==> config.mk <==
export PLATFORM = sky130hd
export DESIGN_NAME = bus_hs_monitor
export DESIGN_NICKNAME = d
export VERILOG_FILES = /design/src/rtl/bus_mon_pkg.sv /design/src/rtl/bus_mon_capture.sv /design/src/rtl/bus_mon_timer.sv /design/src/rtl/bus_mon_fsm.sv /design/src/rtl/bus_hs_monitor.sv
export SDC_FILE = /design/constraint.sdc
export NUM_CORES = 1
export LEC_CHECK = 0
export CAP_MARGIN = 20
export CORE_MARGIN = 5
export CORE_UTILIZATION = 35
export DETAILED_ROUTE_END_ITERATION = 10
export GPL_ROUTABILITY_DRIVEN = 0
export GPL_TIMING_DRIVEN = 0
export HOLD_SLACK_MARGIN = 0.03
export PLACE_DENSITY = 0.71
export SETUP_SLACK_MARGIN = 0.1
export SLEW_MARGIN = 10
export SYNTH_ARGS = -nofsm -noshare
export SYNTH_HDL_FRONTEND = slang
export SYNTH_HIERARCHICAL = 1
export SYNTH_SLANG_ARGS = --single-unit
==> constraint.sdc <==
create_clock -name clk_i -period 3.4 [get_ports clk_i]
set_input_delay 0.85 -clock clk_i [delete_from_list [all_inputs] [get_ports clk_i]]
set_output_delay 0.85 -clock clk_i [all_outputs]
set_load 0.02 [all_outputs]
==> src/rtl/bus_mon_pkg.sv <==
package bus_mon_pkg;
  typedef enum logic [1:0] {
    ST_IDLE = 2'd0,  // waiting for select
    ST_PEND = 2'd1,  // select seen, waiting for ready
    ST_DONE = 2'd2,  // completed, select must drop next edge
    ST_HOLD = 2'd3   // transfer abandoned, wait for select low
  } mon_state_e;
endpackage

==> src/rtl/bus_mon_capture.sv <==
module bus_mon_capture #(
  parameter int ADDR_W = 16,
  parameter int DATA_W = 32
) (
  input  logic              clk_i,
  input  logic              rst_ni,
  input  logic              load_i,
  input  logic [ADDR_W-1:0] addr_i,
  input  logic [DATA_W-1:0] data_i,
  input  logic              rd_i,
  output logic              diff_o
);
  logic [ADDR_W-1:0] addr_q;
  logic [DATA_W-1:0] data_q;
  logic              rd_q;

  always_ff @(posedge clk_i or negedge rst_ni) begin
    if (!rst_ni) begin
      addr_q <= '0;
      data_q <= '0;
      rd_q   <= 1'b0;
    end else if (load_i) begin
      addr_q <= addr_i;
      data_q <= data_i;
      rd_q   <= rd_i;
    end
  end

  // write data only matters for writes
  always_comb begin
    diff_o = (addr_i != addr_q) || (rd_i != rd_q);
    if (!rd_q && (data_i != data_q)) diff_o = 1'b1;
  end
endmodule

==> src/rtl/bus_mon_timer.sv <==
module bus_mon_timer #(
  parameter int TIMEOUT = 16
) (
  input  logic clk_i,
  input  logic rst_ni,
  input  logic start_i,
  input  logic step_i,
  output logic last_o
);
  localparam int CNT_W = (TIMEOUT > 2) ? $clog2(TIMEOUT) : 1;
  localparam logic [CNT_W-1:0] LAST_CNT = CNT_W'(TIMEOUT - 1);

  logic [CNT_W-1:0] cnt_q;

  always_ff @(posedge clk_i or negedge rst_ni) begin
    if (!rst_ni)      cnt_q <= '0;
    else if (start_i) cnt_q <= CNT_W'(1);
    else if (step_i)  cnt_q <= cnt_q + 1'b1;
  end

  // the coming edge is edge number TIMEOUT
  assign last_o = (cnt_q == LAST_CNT);
endmodule

==> src/rtl/bus_mon_fsm.sv <==
module bus_mon_fsm
  import bus_mon_pkg::*;
(
  input  logic clk_i,
  input  logic rst_ni,
  input  logic sel_i,
  input  logic rdy_i,
  input  logic diff_i,
  input  logic last_i,
  output logic load_o,
  output logic start_o,
  output logic step_o,
  output logic done_o,
  output logic stable_o,
  output logic timeout_o,
  output logic deassert_o
);
  mon_state_e state_q, state_d;

  always_ff @(posedge clk_i or negedge rst_ni) begin
    if (!rst_ni) state_q <= ST_IDLE;
    else         state_q <= state_d;
  end

  always_comb begin
    state_d    = state_q;
    load_o     = 1'b0;
    start_o    = 1'b0;
    step_o     = 1'b0;
    done_o     = 1'b0;
    stable_o   = 1'b0;
    timeout_o  = 1'b0;
    deassert_o = 1'b0;
    unique case (state_q)
      ST_IDLE: begin
        if (sel_i) begin
          load_o = 1'b1;
          if (rdy_i) begin
            done_o  = 1'b1;
            state_d = ST_DONE;
          end else begin
            start_o = 1'b1;
            state_d = ST_PEND;
          end
        end
      end
      ST_PEND: begin
        if (!sel_i) begin
          stable_o = 1'b1;
          state_d  = ST_IDLE;
        end else if (diff_i) begin
          stable_o = 1'b1;
          state_d  = ST_HOLD;
        end else if (rdy_i) begin
          done_o  = 1'b1;
          state_d = ST_DONE;
        end else if (last_i) begin
          timeout_o = 1'b1;
          state_d   = ST_HOLD;
        end else begin
          step_o = 1'b1;
        end
      end
      ST_DONE: begin
        if (sel_i) begin
          deassert_o = 1'b1;
          state_d    = ST_HOLD;
        end else begin
          state_d = ST_IDLE;
        end
      end
      ST_HOLD: begin
        if (!sel_i) state_d = ST_IDLE;
      end
      default: state_d = ST_IDLE;
    endcase
  end
endmodule

==> src/rtl/bus_hs_monitor.sv <==
module bus_hs_monitor #(
  parameter int ADDR_W  = 16,
  parameter int DATA_W  = 32,
  parameter int TIMEOUT = 16
) (
  input  logic              clk_i,
  input  logic              rst_ni,
  input  logic [ADDR_W-1:0] bus_addr_i,
  input  logic [DATA_W-1:0] bus_data_i,
  input  logic              bus_rd_i,
  input  logic              bus_sel_i,
  input  logic              bus_rdy_i,
  output logic              log_valid_o,
  output logic              log_read_o,
  output logic [ADDR_W-1:0] log_addr_o,
  output logic [DATA_W-1:0] log_data_o,
  output logic              err_stable_o,
  output logic              err_timeout_o,
  output logic              err_spurious_o,
  output logic              err_deassert_o,
  output logic              err_any_o
);
  logic load, start, step, diff, last;
  logic ev_done, ev_stable, ev_timeout, ev_deassert, ev_spurious, ev_any;

  bus_mon_capture #(.ADDR_W(ADDR_W), .DATA_W(DATA_W)) u_capture (
    .clk_i  (clk_i),
    .rst_ni (rst_ni),
    .load_i (load),
    .addr_i (bus_addr_i),
    .data_i (bus_data_i),
    .rd_i   (bus_rd_i),
    .diff_o (diff)
  );

  bus_mon_timer #(.TIMEOUT(TIMEOUT)) u_timer (
    .clk_i   (clk_i),
    .rst_ni  (rst_ni),
    .start_i (start),
    .step_i  (step),
    .last_o  (last)
  );

  bus_mon_fsm u_fsm (
    .clk_i      (clk_i),
    .rst_ni     (rst_ni),
    .sel_i      (bus_sel_i),
    .rdy_i      (bus_rdy_i),
    .diff_i     (diff),
    .last_i     (last),
    .load_o     (load),
    .start_o    (start),
    .step_o     (step),
    .done_o     (ev_done),
    .stable_o   (ev_stable),
    .timeout_o  (ev_timeout),
    .deassert_o (ev_deassert)
  );

  assign ev_spurious = bus_rdy_i && !bus_sel_i;
  assign ev_any      = ev_stable | ev_timeout | ev_spurious | ev_deassert;

  always_ff @(posedge clk_i or negedge rst_ni) begin
    if (!rst_ni) begin
      log_valid_o    <= 1'b0;
      log_read_o     <= 1'b0;
      log_addr_o     <= '0;
      log_data_o     <= '0;
      err_stable_o   <= 1'b0;
      err_timeout_o  <= 1'b0;
      err_spurious_o <= 1'b0;
      err_deassert_o <= 1'b0;
      err_any_o      <= 1'b0;
    end else begin
      log_valid_o    <= ev_done;
      err_stable_o   <= ev_stable;
      err_timeout_o  <= ev_timeout;
      err_spurious_o <= ev_spurious;
      err_deassert_o <= ev_deassert;
      err_any_o      <= err_any_o | ev_any;
      if (ev_done) begin
        log_read_o <= bus_rd_i;
        log_addr_o <= bus_addr_i;
        log_data_o <= bus_data_i;
      end
    end
  end
endmodule

==> flow_summary.json, run 1 <==
{
  "syn_to_final_growth_pct": 38.64,
  "netlist_area_mm2": 0.004721,
  "die_area_mm2": 0.01591,
  "fmax_mhz": 309.8,
  "clk_pin_slew_worst_paths_ns": 0.07,
  "drv_cap": 0,
  "cts_tree": "yes",
  "synth_seq_cells": 110,
  "viasPerCell": 4.725,
  "crit_buf_inv": 3,
  "hpwl_mm": 7.266,
  "min_path_type": "input pin to async pin",
  "clkLatencyLatePin_ns": 0.35,
  "final_common_cell": "dfrtp_1",
  "rows": 42,
  "htree_num_levels": 3,
  "critPathKind": "input pin to flip-flop",
  "start_kind": "input pin",
  "drv_slew": 0,
  "core-area_mm2": 0.01324,
  "syn_nets": 373,
  "clockBufferDepth": 2,
  "grt_pass1_wl_mm": 17.04,
  "ant_nets": 0,
  "relSlewSlack_pct": 55.75,
  "cts_sinks": 110,
  "numCtsBuffers": 9,
  "power_uw": 3970,
  "fp.dieH_um": 126.1,
  "grt_setup_unrepaired": "no",
  "wirelength_mm": 10.20,
  "drt-initial-drc-count": 88,
  "drc": 0,
  "yosysWarnings": 6,
  "p_leak_uw": 0.002750,
  "ios": 108,
  "period_share_pct": 94.94,
  "crit_path_max_incr_delay_ns": 0.58,
  "finalSetupViolations": 0,
  "path_delay_family": "simple AND/OR/NAND/NOR gates",
  "vias": 2953,
  "power_density_mw_per_mm2": 606.6,
  "critPathMaxFanout": 5,
  "finalHoldViolations": 0,
  "antenna_found_initial": 0,
  "antennaDiodeCount": 0,
  "critPathCaptureType": "flip-flop",
  "dr.pass1.iters": 6,
  "outcome": "finished, final reports clean",
  "port_buffers": 107,
  "grt_max_degree": 94,
  "avgSynthCellArea_um2": 14.80,
  "cts-root-buf": "clkbuf_16",
  "overflow": 0,
  "cp.arrival_ns": 3.47,
  "start_util_pct": 35.65,
  "ys_seq_area_share_pct": 58.31,
  "fillCellCount": 1194,
  "max-vdd-ir-drop_mv": 0.2651,
  "netlist_instances": 319,
  "grt_pass1_vias": 3288,
  "fin_crit_ns": 3.228,
  "fp.dieW_um": 126.1,
  "cp_cell_sequence": "clkdlybuf4s50_1 > xor2_1 > nor4_1 > nand3_1 > or4_4 > nand2_2 > and4_4 > buf_12 > bufbuf_16 > mux2_4",
  "holdWs_ns": 0.3253,
  "synth.distinct_cells": 31,
  "worstMarginPinSlew_ns": 0.6637,
  "slowest_stage": "or4_4",
  "drive_gt1_share_pct": 31.18,
  "fin_skew_ns": 0.007485,
  "grt_use_total_pct": 13.60,
  "layout_common_cells": "dfrtp_1 (110), mux2_2 (88), clkdlybuf4s50_1 (72), xnor2_1 (37), dlygate4sd2_1 (25)",
  "worstPathRequired_ns": 3.64,
  "wl_per_cell_um": 16.32,
  "final_nets": 498
}
## layer usage
metal / vias up / global-route usage (%) / share of wire (%)
met5: - / 0 / 0
met1: 1498 / 17.69 / 45
li1: 1365 / - / -
met4: 0 / 6.562 / 2.3
met2: 70 / 21.47 / 49
met3: 20 / 3.133 / 4.0
## Yosys cell counts
cell type,instances,share of area (%)
dfrtp_1,110,58
mux2_2,88,21
xnor2_1,38,7.1
xor2_1,12,2.2
mux2_4,11,3.5
nand4_1,9,1.2
nor4_1,8,1.1
nor2_1,5,0.40
nand2b_1,4,0.53
a21oi_1,3,0.32
buf_1,3,0.24
buf_4,3,0.48
inv_1,3,0.24
nor2b_1,3,0.40
nand2_1,2,0.16
nand3_1,2,0.21
a21bo_2,1,0.21
a31oi_1,1,0.13
and3_1,1,0.13
and4_1,1,0.19
buf_2,1,0.11
buf_6,1,0.24
buf_8,1,0.32
clkbuf_1,1,0.079
ha_1,1,0.26
mux2i_1,1,0.21
nand2b_4,1,0.29
nand3b_1,1,0.16
nor3_1,1,0.11
o21ai_0,1,0.11
or4_1,1,0.16
## cells by family after synthesis
kind of cell	synth area share (%)
and+or+nand+nor	4.983
muxes	24.70
adders and majority gates	0.2650
xor gates and xnor gates	9.276
DFF	58.31
buffers and inverters	1.696
AOI/OAI and AO/OA	0.7685
## final timing paths
kind	startpoint	cells past startpoint	to	slack, ns
min	rst_ni	1	log_data_o[16]$_DFFE_PN0P_	0.33
max	bus_addr_i[15]	10	log_addr_o[3]$_DFFE_PN0P_	0.17
min in group clk_i	err_any_o$_DFF_PN0_	2	err_any_o$_DFF_PN0_	0.49
max reg2reg	u_capture/data_q[7]$_DFFE_PN0P_	10	log_addr_o[3]$_DFFE_PN0P_	0.57
min reg2reg	err_any_o$_DFF_PN0_	2	err_any_o$_DFF_PN0_	0.49
max in group asynchronous	rst_ni	2	u_capture/data_q[2]$_DFFE_PN0P_	2.38
## stage by stage
step	worst slack, ns	instances	util, %	cell area, um^2	TNS [ns]
global route	0.1114	625	49.42	6545	0
CTS	0.1045	625	49.16	6510	0
floorplan	0.3046	319	-	4727	0
global placement	-2.608	602	45.45	6018	-333.47
finish	0.1719	625	49.42	6545	0
detailed placement	-0.9752	603	45.66	6047	-47.93
## report_power, final
group          total (uW)  internal, uW  leakage [uW]  switching [uW]
Clock                1130           663      0.000154             468
Combinational        1100           629       0.00129             469
Sequential           1740          1580       0.00131             160
Total                3970          2870       0.00275            1100
## sequential cells by signal, summed over array words and instances, names as in the netlist, 2 cells and up
signal	count
log_data_o	32
u_capture/data_q	32
log_addr_o	16
u_capture/addr_q	16
u_timer/cnt_q	4
u_fsm/state_q	2
## layout make-up
| type | instances | area [um^2] | area share (%) |
|---|---|---|---|
| Tap cell | 176 | 220.2 | 3.365 |
| Clock buffer | 10 | 239.0 | 3.651 |
| Timing Repair Buffer | 114 | 1184 | 18.08 |
| Clock inverter | 6 | 85.08 | 1.300 |
| Sequential cell | 110 | 2753 | 42.06 |
| Multi-Input combinational cell | 196 | 1959 | 29.94 |
| Inverter | 3 | 11.26 | 0.1721 |
| Buffer | 10 | 93.84 | 1.434 |
## timing repair
| action | in CTS | in global routing |
|---|---|---|
| hold buffers | 0 | 0 |
| setup endpoints to repair | 55 | 53 |
| cloned | 1 | 0 |
| pin swaps | 12 | 13 |
| buffers inserted | 5 | 0 |
| hold endpoints to repair | 0 | 0 |
| gates resized for setup | 42 | 11 |
(Power assumes the default switching activity.)
==> run 2, diff against run 1 <==
--- a/config.mk
+++ b/config.mk
@@ -5,14 +5,13 @@
 export SDC_FILE = /design/constraint.sdc
 export NUM_CORES = 1
 export LEC_CHECK = 0
-export CAP_MARGIN = 20
 export CORE_MARGIN = 5
 export CORE_UTILIZATION = 35
 export DETAILED_ROUTE_END_ITERATION = 10
 export GPL_ROUTABILITY_DRIVEN = 0
 export GPL_TIMING_DRIVEN = 0
 export HOLD_SLACK_MARGIN = 0.03
-export PLACE_DENSITY = 0.71
+export PLACE_DENSITY = 0.68
 export SETUP_SLACK_MARGIN = 0.1
 export SLEW_MARGIN = 10
 export SYNTH_ARGS = -nofsm -noshare
==> run 2 against run 1 <==
First-iteration DRC count increased by 11%. Largest cell class unchanged. Sequential power about the same. Total power decreased by 3.3%. Critical path depth increased by 1. Global-route usage decreased by 0.60 points. Highest routed layer unchanged. Worst setup slack improved by 0.0047 ns.
==> flow_summary.json, run 2 (same netlist as run 1, synthesis figures left out) <==
{
  "critPathKind": "input pin to flip-flop",
  "finalHoldViolations": 0,
  "wirelength_mm": 9.936,
  "wl_per_cell_um": 15.90,
  "start_kind": "input pin",
  "syn_to_final_growth_pct": 37.24,
  "busiest_layer": "met2",
  "cts_tree": "yes",
  "rows": 42,
  "drt-initial-drc-count": 98,
  "power_uw": 3839,
  "ios": 108,
  "vias": 2924,
  "place_area_mm2": 0.006047,
  "crit_path_max_incr_delay_ns": 0.47,
  "grt_pass1_wl_mm": 16.24,
  "cts-root-buf": "clkbuf_16",
  "viasPerCell": 4.678,
  "critPathCaptureType": "flip-flop",
  "overflow": 0,
  "grt_pass1_vias": 3126,
  "ant_nets": 0,
  "critPathMaxFanout": 5,
  "p_leak_uw": 0.002657,
  "period_share_pct": 94.80,
  "final_nets": 498,
  "cts_sinks": 110,
  "relSlewSlack_pct": 52.72,
  "fp.dieH_um": 126.1,
  "fp.dieW_um": 126.1,
  "worstMarginPinSlew_ns": 0.7093,
  "numCtsBuffers": 9,
  "clockBufferDepth": 2,
  "globalRouteMet1Util_pct": 16.82,
  "die_area_mm2": 0.01591,
  "drv_slew": 0,
  "finalSetupViolations": 0,
  "max-vdd-ir-drop_mv": 0.3167,
  "clk_pin_slew_worst_paths_ns": 0.07,
  "dr.pass1.iters": 4,
  "port_buffers": 107,
  "power_density_mw_per_mm2": 592.5,
  "start_util_pct": 35.65,
  "htree_num_levels": 3,
  "grt_use_total_pct": 13.00,
  "postCtsHoldBufs": 0,
  "slowest_stage": "or4_4",
  "worstPathRequired_ns": 3.63,
  "grt_util_met3_pct": 3.937,
  "final_common_cell": "dfrtp_1",
  "fmax_mhz": 310.2,
  "antenna_found_initial": 0,
  "hpwl_mm": 7.215,
  "grt_max_degree": 60,
  "drv_cap": 0,
  "cp.arrival_ns": 3.46,
  "clkLatencyLatePin_ns": 0.35,
  "layout_common_cells": "dfrtp_1 (110), mux2_2 (88), clkdlybuf4s50_1 (78), xnor2_1 (38), dlygate4sd2_1 (26)",
  "fin_crit_ns": 3.223,
  "drive_gt1_share_pct": 30.96,
  "grt_setup_unrepaired": "no",
  "fin_skew_ns": 0.006968,
  "design_area_mm2": 0.006479,
  "biggestRegsByFlops": "log_data_o: 32 flops, u_capture/data_q: 32 flops",
  "core-area_mm2": 0.01324,
  "drc": 0,
  "antennaDiodeCount": 0,
  "cp_cell_sequence": "dlygate4sd2_1 > xnor2_1 > nand4_1 > nor4_4 > a21oi_2 > or4_4 > nand2_2 > and4_4 > buf_12 > bufbuf_16 > mux2_4",
  "outcome": "finished, final reports clean",
  "min_path_type": "input pin to async pin",
  "met2_usage_pct": 20.69
}
run 2: cell count changes in the layout (fill, tap and decap cells not counted), moves of 2 or more:
| cell | delta |
|---|---|
| bufinv_16 | -2 |
| clkbuf_8 | +2 |
| clkdlybuf4s50_1 | +6 |
| dlymetal6s2s_1 | -8 |
run 2: where the power goes:
part           total, uW  internal, uW  switching, uW
combinational       1100           629            467
sequential          1740          1580            157
clock               1010           555            450
total               3840          2770           1070
run 2: final timing paths:
| check | from | to | slack [ns] | cells after the start |
|---|---|---|---|---|
| worst min register to register | log_data_o[26]$_DFFE_PN0P_ | log_data_o[26]$_DFFE_PN0P_ | 0.51 | 1 |
| worst max-delay path | bus_data_i[2] | log_addr_o[1]$_DFFE_PN0P_ | 0.18 | 11 |
| min in group clk_i | log_data_o[26]$_DFFE_PN0P_ | log_data_o[26]$_DFFE_PN0P_ | 0.51 | 1 |
| worst min-delay path | rst_ni | log_data_o[16]$_DFFE_PN0P_ | 0.43 | 1 |
| worst max register to register | u_capture/data_q[25]$_DFFE_PN0P_ | log_addr_o[1]$_DFFE_PN0P_ | 0.54 | 10 |
| max in group asynchronous | rst_ni | u_fsm/state_q[1]$_DFFE_PN0P_ | 2.32 | 2 |
run 2: stage by stage:
step                      worst slack, ns  TNS, ns  hold slack, ns  utilization [%]  std cells
after floorplan                    0.3046        0          0.5011                -        319
after global placement             -2.691  -338.11          0.4728            45.45        602
after detailed placement          -0.9364   -45.20          0.4912            45.66        603
after CTS                          0.1059        0          0.4449            48.81        625
after global routing               0.1040        0          0.4611            48.92        625
final                              0.1766        0          0.4302            48.92        625
run 2: cell type report:
cell class,count,area [um^2]
tap,176,220.2
clock buffer,13,270.3
multi-input combinational,196,1951
buffer,10,93.84
fill,1221,6764
timing repair buffer,114,1162
clock inverter,3,17.52
inverter,3,11.26
sequential,110,2753
run 2: timing repair:
| action | CTS | global route |
|---|---|---|
| resized for setup | 44 | 3 |
| endpoints found under the setup margin | 54 | 49 |
| pin swaps | 13 | 6 |
| gates cloned | 1 | 0 |
| setup buffers | 5 | 0 |
run 2: metal layers:
metal | up-vias | share of wire, %
met5 | - | 0
met4 | 0 | 1.5
met3 | 14 | 4.7
met2 | 62 | 48
met1 | 1480 | 46
li1 | 1368 | -
run 2: critical path: cells and delay by family:
kind,cells,cell delay (ns)
AOI/OAI and AO/OA,1,0.12
xor gates and xnor gates,1,0.16
buffers and inverters,3,0.65
muxes,1,0.29
and+or+nand+nor,5,1.40
==> run 3, diff against run 2 <==
--- a/config.mk
+++ b/config.mk
@@ -8,12 +8,13 @@
 export CORE_MARGIN = 5
 export CORE_UTILIZATION = 35
 export DETAILED_ROUTE_END_ITERATION = 10
+export DONT_BUFFER_PORTS = 1
 export GPL_ROUTABILITY_DRIVEN = 0
 export GPL_TIMING_DRIVEN = 0
 export HOLD_SLACK_MARGIN = 0.03
-export PLACE_DENSITY = 0.68
+export PLACE_DENSITY = 0.58
 export SETUP_SLACK_MARGIN = 0.1
-export SLEW_MARGIN = 10
+export SLEW_MARGIN = 20
 export SYNTH_ARGS = -nofsm -noshare
 export SYNTH_HDL_FRONTEND = slang
 export SYNTH_HIERARCHICAL = 1
==> run 3 against run 2 <==
Global-route usage shrank 0.29 points. Register-to-register slack got worse by 0.18 ns. Count of clock-buffer cells in the layout up 1. Clock power shrank 4%. Cell count shrank 18%. Critical path type unchanged. Critical endpoint is now log_addr_o[5]$_DFFE_PN0P_. Largest cell class unchanged.
==> flow_summary.json, run 3 (same netlist as run 1, synthesis figures left out) <==
{
  "p_leak_uw": 0.002115,
  "layout_common_cells": "dfrtp_1 (110), mux2_2 (88), xnor2_1 (38), xor2_1 (12), mux2_4 (11)",
  "wirelength_mm": 9.430,
  "post_cts_buffers": 0,
  "start_util_pct": 35.65,
  "drv_cap": 0,
  "clkLatencyLatePin_ns": 0.34,
  "antennaDiodeCount": 0,
  "clk_pin_slew_worst_paths_ns": 0.07,
  "switching_share_pct": 28.24,
  "rrSetupSlack_ns": 0.36,
  "cp.arrival_ns": 3.36,
  "pwr-share-comb_pct": 14.2,
  "dpl.cell_count": 495,
  "final-instance-count-excl-fill": 510,
  "cts-root-buf": "clkbuf_16",
  "core-area_mm2": 0.01324,
  "dr.pass1.iters": 4,
  "internal-power_uw": 2444,
  "viasPerCell": 4.871,
  "ios": 108,
  "met2_usage_pct": 20.16,
  "drive_gt1_share_pct": 36.83,
  "critPathMaxFanout": 10,
  "numCtsBuffers": 9,
  "grt_pass1_vias": 2825,
  "endpoint": "log_addr_o[5]$_DFFE_PN0P_",
  "die_area_mm2": 0.01591,
  "power_density_mw_per_mm2": 649.0,
  "clkPwrFrac_pct": 28.5,
  "grt_pass1_wl_mm": 15.84,
  "htree_num_levels": 3,
  "finalHoldViolations": 0,
  "biggestRegsByFlops": "log_data_o: 32 flops, u_capture/data_q: 32 flops",
  "globalRouteMet1Util_pct": 16.57,
  "fp.dieH_um": 126.1,
  "switching_power_uw": 961.6,
  "regArea_mm2": 0.002753,
  "reg2reg_depth": 10,
  "fin_skew_ns": 0.003641,
  "overflow": 0,
  "fp.dieW_um": 126.1,
  "antenna_found_initial": 0,
  "clockBufferDepth": 2,
  "port_buffers": 0,
  "drv_slew": 0,
  "wl_per_cell_um": 18.49,
  "final_common_cell": "dfrtp_1",
  "ant_nets": 0,
  "hpwl_mm": 6.785,
  "finalSetupViolations": 0,
  "multi_input_area_mm2": 0.001926,
  "final_nets": 384,
  "grt_util_met3_pct": 3.937,
  "grt_use_total_pct": 12.71,
  "busiest_layer": "met2",
  "grt_setup_unrepaired": "no",
  "fillCellCount": 1279,
  "max-vdd-ir-drop_mv": 0.3121,
  "fin_crit_ns": 3.128,
  "seq_power_share_pct": 57.3,
  "critPathCaptureType": "flip-flop",
  "fmax_mhz": 319.7,
  "rows": 42,
  "worstPathRequired_ns": 3.63,
  "cts_tree": "yes",
  "drc": 0,
  "holdWs_ns": 0.2004,
  "grt_max_degree": 111,
  "min_path_type": "input pin to async pin",
  "drt-initial-drc-count": 80,
  "worstReg2RegEnd": "log_addr_o[5]$_DFFE_PN0P_",
  "outcome": "finished, final reports clean",
  "worstMarginPinSlew_ns": 0.6635,
  "start_kind": "input pin",
  "critPathKind": "input pin to flip-flop",
  "r2r_start": "u_capture/data_q[28]$_DFFE_PN0P_",
  "vias": 2484,
  "syn_to_final_growth_pct": 11.16,
  "startpoint": "bus_data_i[26]",
  "relSlewSlack_pct": 55.77,
  "cts_sinks": 110,
  "period_share_pct": 92.00
}
-- run 3: changes by cell type in the layout (fill, tap and decap cells not counted), sizes merged --
cell,before,now
buf,16,9
bufbuf,1,0
clkbuf,14,15
clkdlybuf4s15,2,0
clkdlybuf4s50,78,0
clkinv,2,1
clkinvlp,1,0
dlygate4sd2,26,0
-- run 3: critical path, stage by stage --
cell	delay (ns)
xnor2_1	0.14
nand4_1	0.15
nor4_2	0.38
a21oi_1	0.11
or4_1	0.62
nand2_1	0.13
and4_2	0.31
buf_6	0.19
buf_8	0.17
mux2_4	0.30
-- run 3: worst min path at each step --
stage | from | endpoint
after floorplan | u_capture/addr_q[1]$_DFFE_PN0P_ | u_capture/addr_q[1]$_DFFE_PN0P_
after global placement | u_capture/addr_q[2]$_DFFE_PN0P_ | u_capture/addr_q[2]$_DFFE_PN0P_
after detailed placement | u_capture/addr_q[11]$_DFFE_PN0P_ | u_capture/addr_q[11]$_DFFE_PN0P_
after CTS | rst_ni | u_capture/data_q[18]$_DFFE_PN0P_
after global routing | rst_ni | log_addr_o[15]$_DFFE_PN0P_
final | rst_ni | log_data_o[17]$_DFFE_PN0P_
-- run 3: final cells by class --
cell class,instances,share of cell area (%)
Inverter,3,0.2146
Buffer,10,1.311
Clock buffer,14,5.031
Sequential cell,110,52.46
Multi-Input combinational cell,196,36.70
Tap cell,176,4.196
Clock inverter,1,0.09537
-- run 3: per-stage QoR --
step	worst slack (ns)	utilization (%)	total power, uW	area (um^2)	setup TNS, ns
2_1_floorplan	0.3046	-	2352	4727	0
3_3_place_gp	-0.3534	37.36	2440	4947	-14.81
3_5_place_dp	-0.3875	37.36	2469	4947	-16.09
4_1_cts	0.1233	39.55	3462	5238	0
5_1_grt	0.1410	39.63	3598	5248	0
6_report	0.2719	39.63	3406	5248	0
-- run 3: metal layers --
layer	up-vias	wire length (um)
li1	1132	-
met1	1285	4175
met2	58	4605
met3	9	512
met4	0	137
met5	-	0
-- run 3: power by group through the flow --
stage / sequential, uW / clock [uW] / combinational, uW
2_1_floorplan: 1930 / 0 / 425
3_3_place_gp: 1970 / 0 / 469
3_5_place_dp: 1980 / 0 / 486
4_1_cts: 1960 / 1010 / 491
5_1_grt: 1990 / 1070 / 540
6_report: 1950 / 969 / 484
-- run 3: timing repair --
action	4_1_cts	5_1_grt
endpoints found under the setup margin	41	40
resized for setup	3	2
hold buffers	0	0
hold endpoints to repair	0	0
pin swaps	0	2
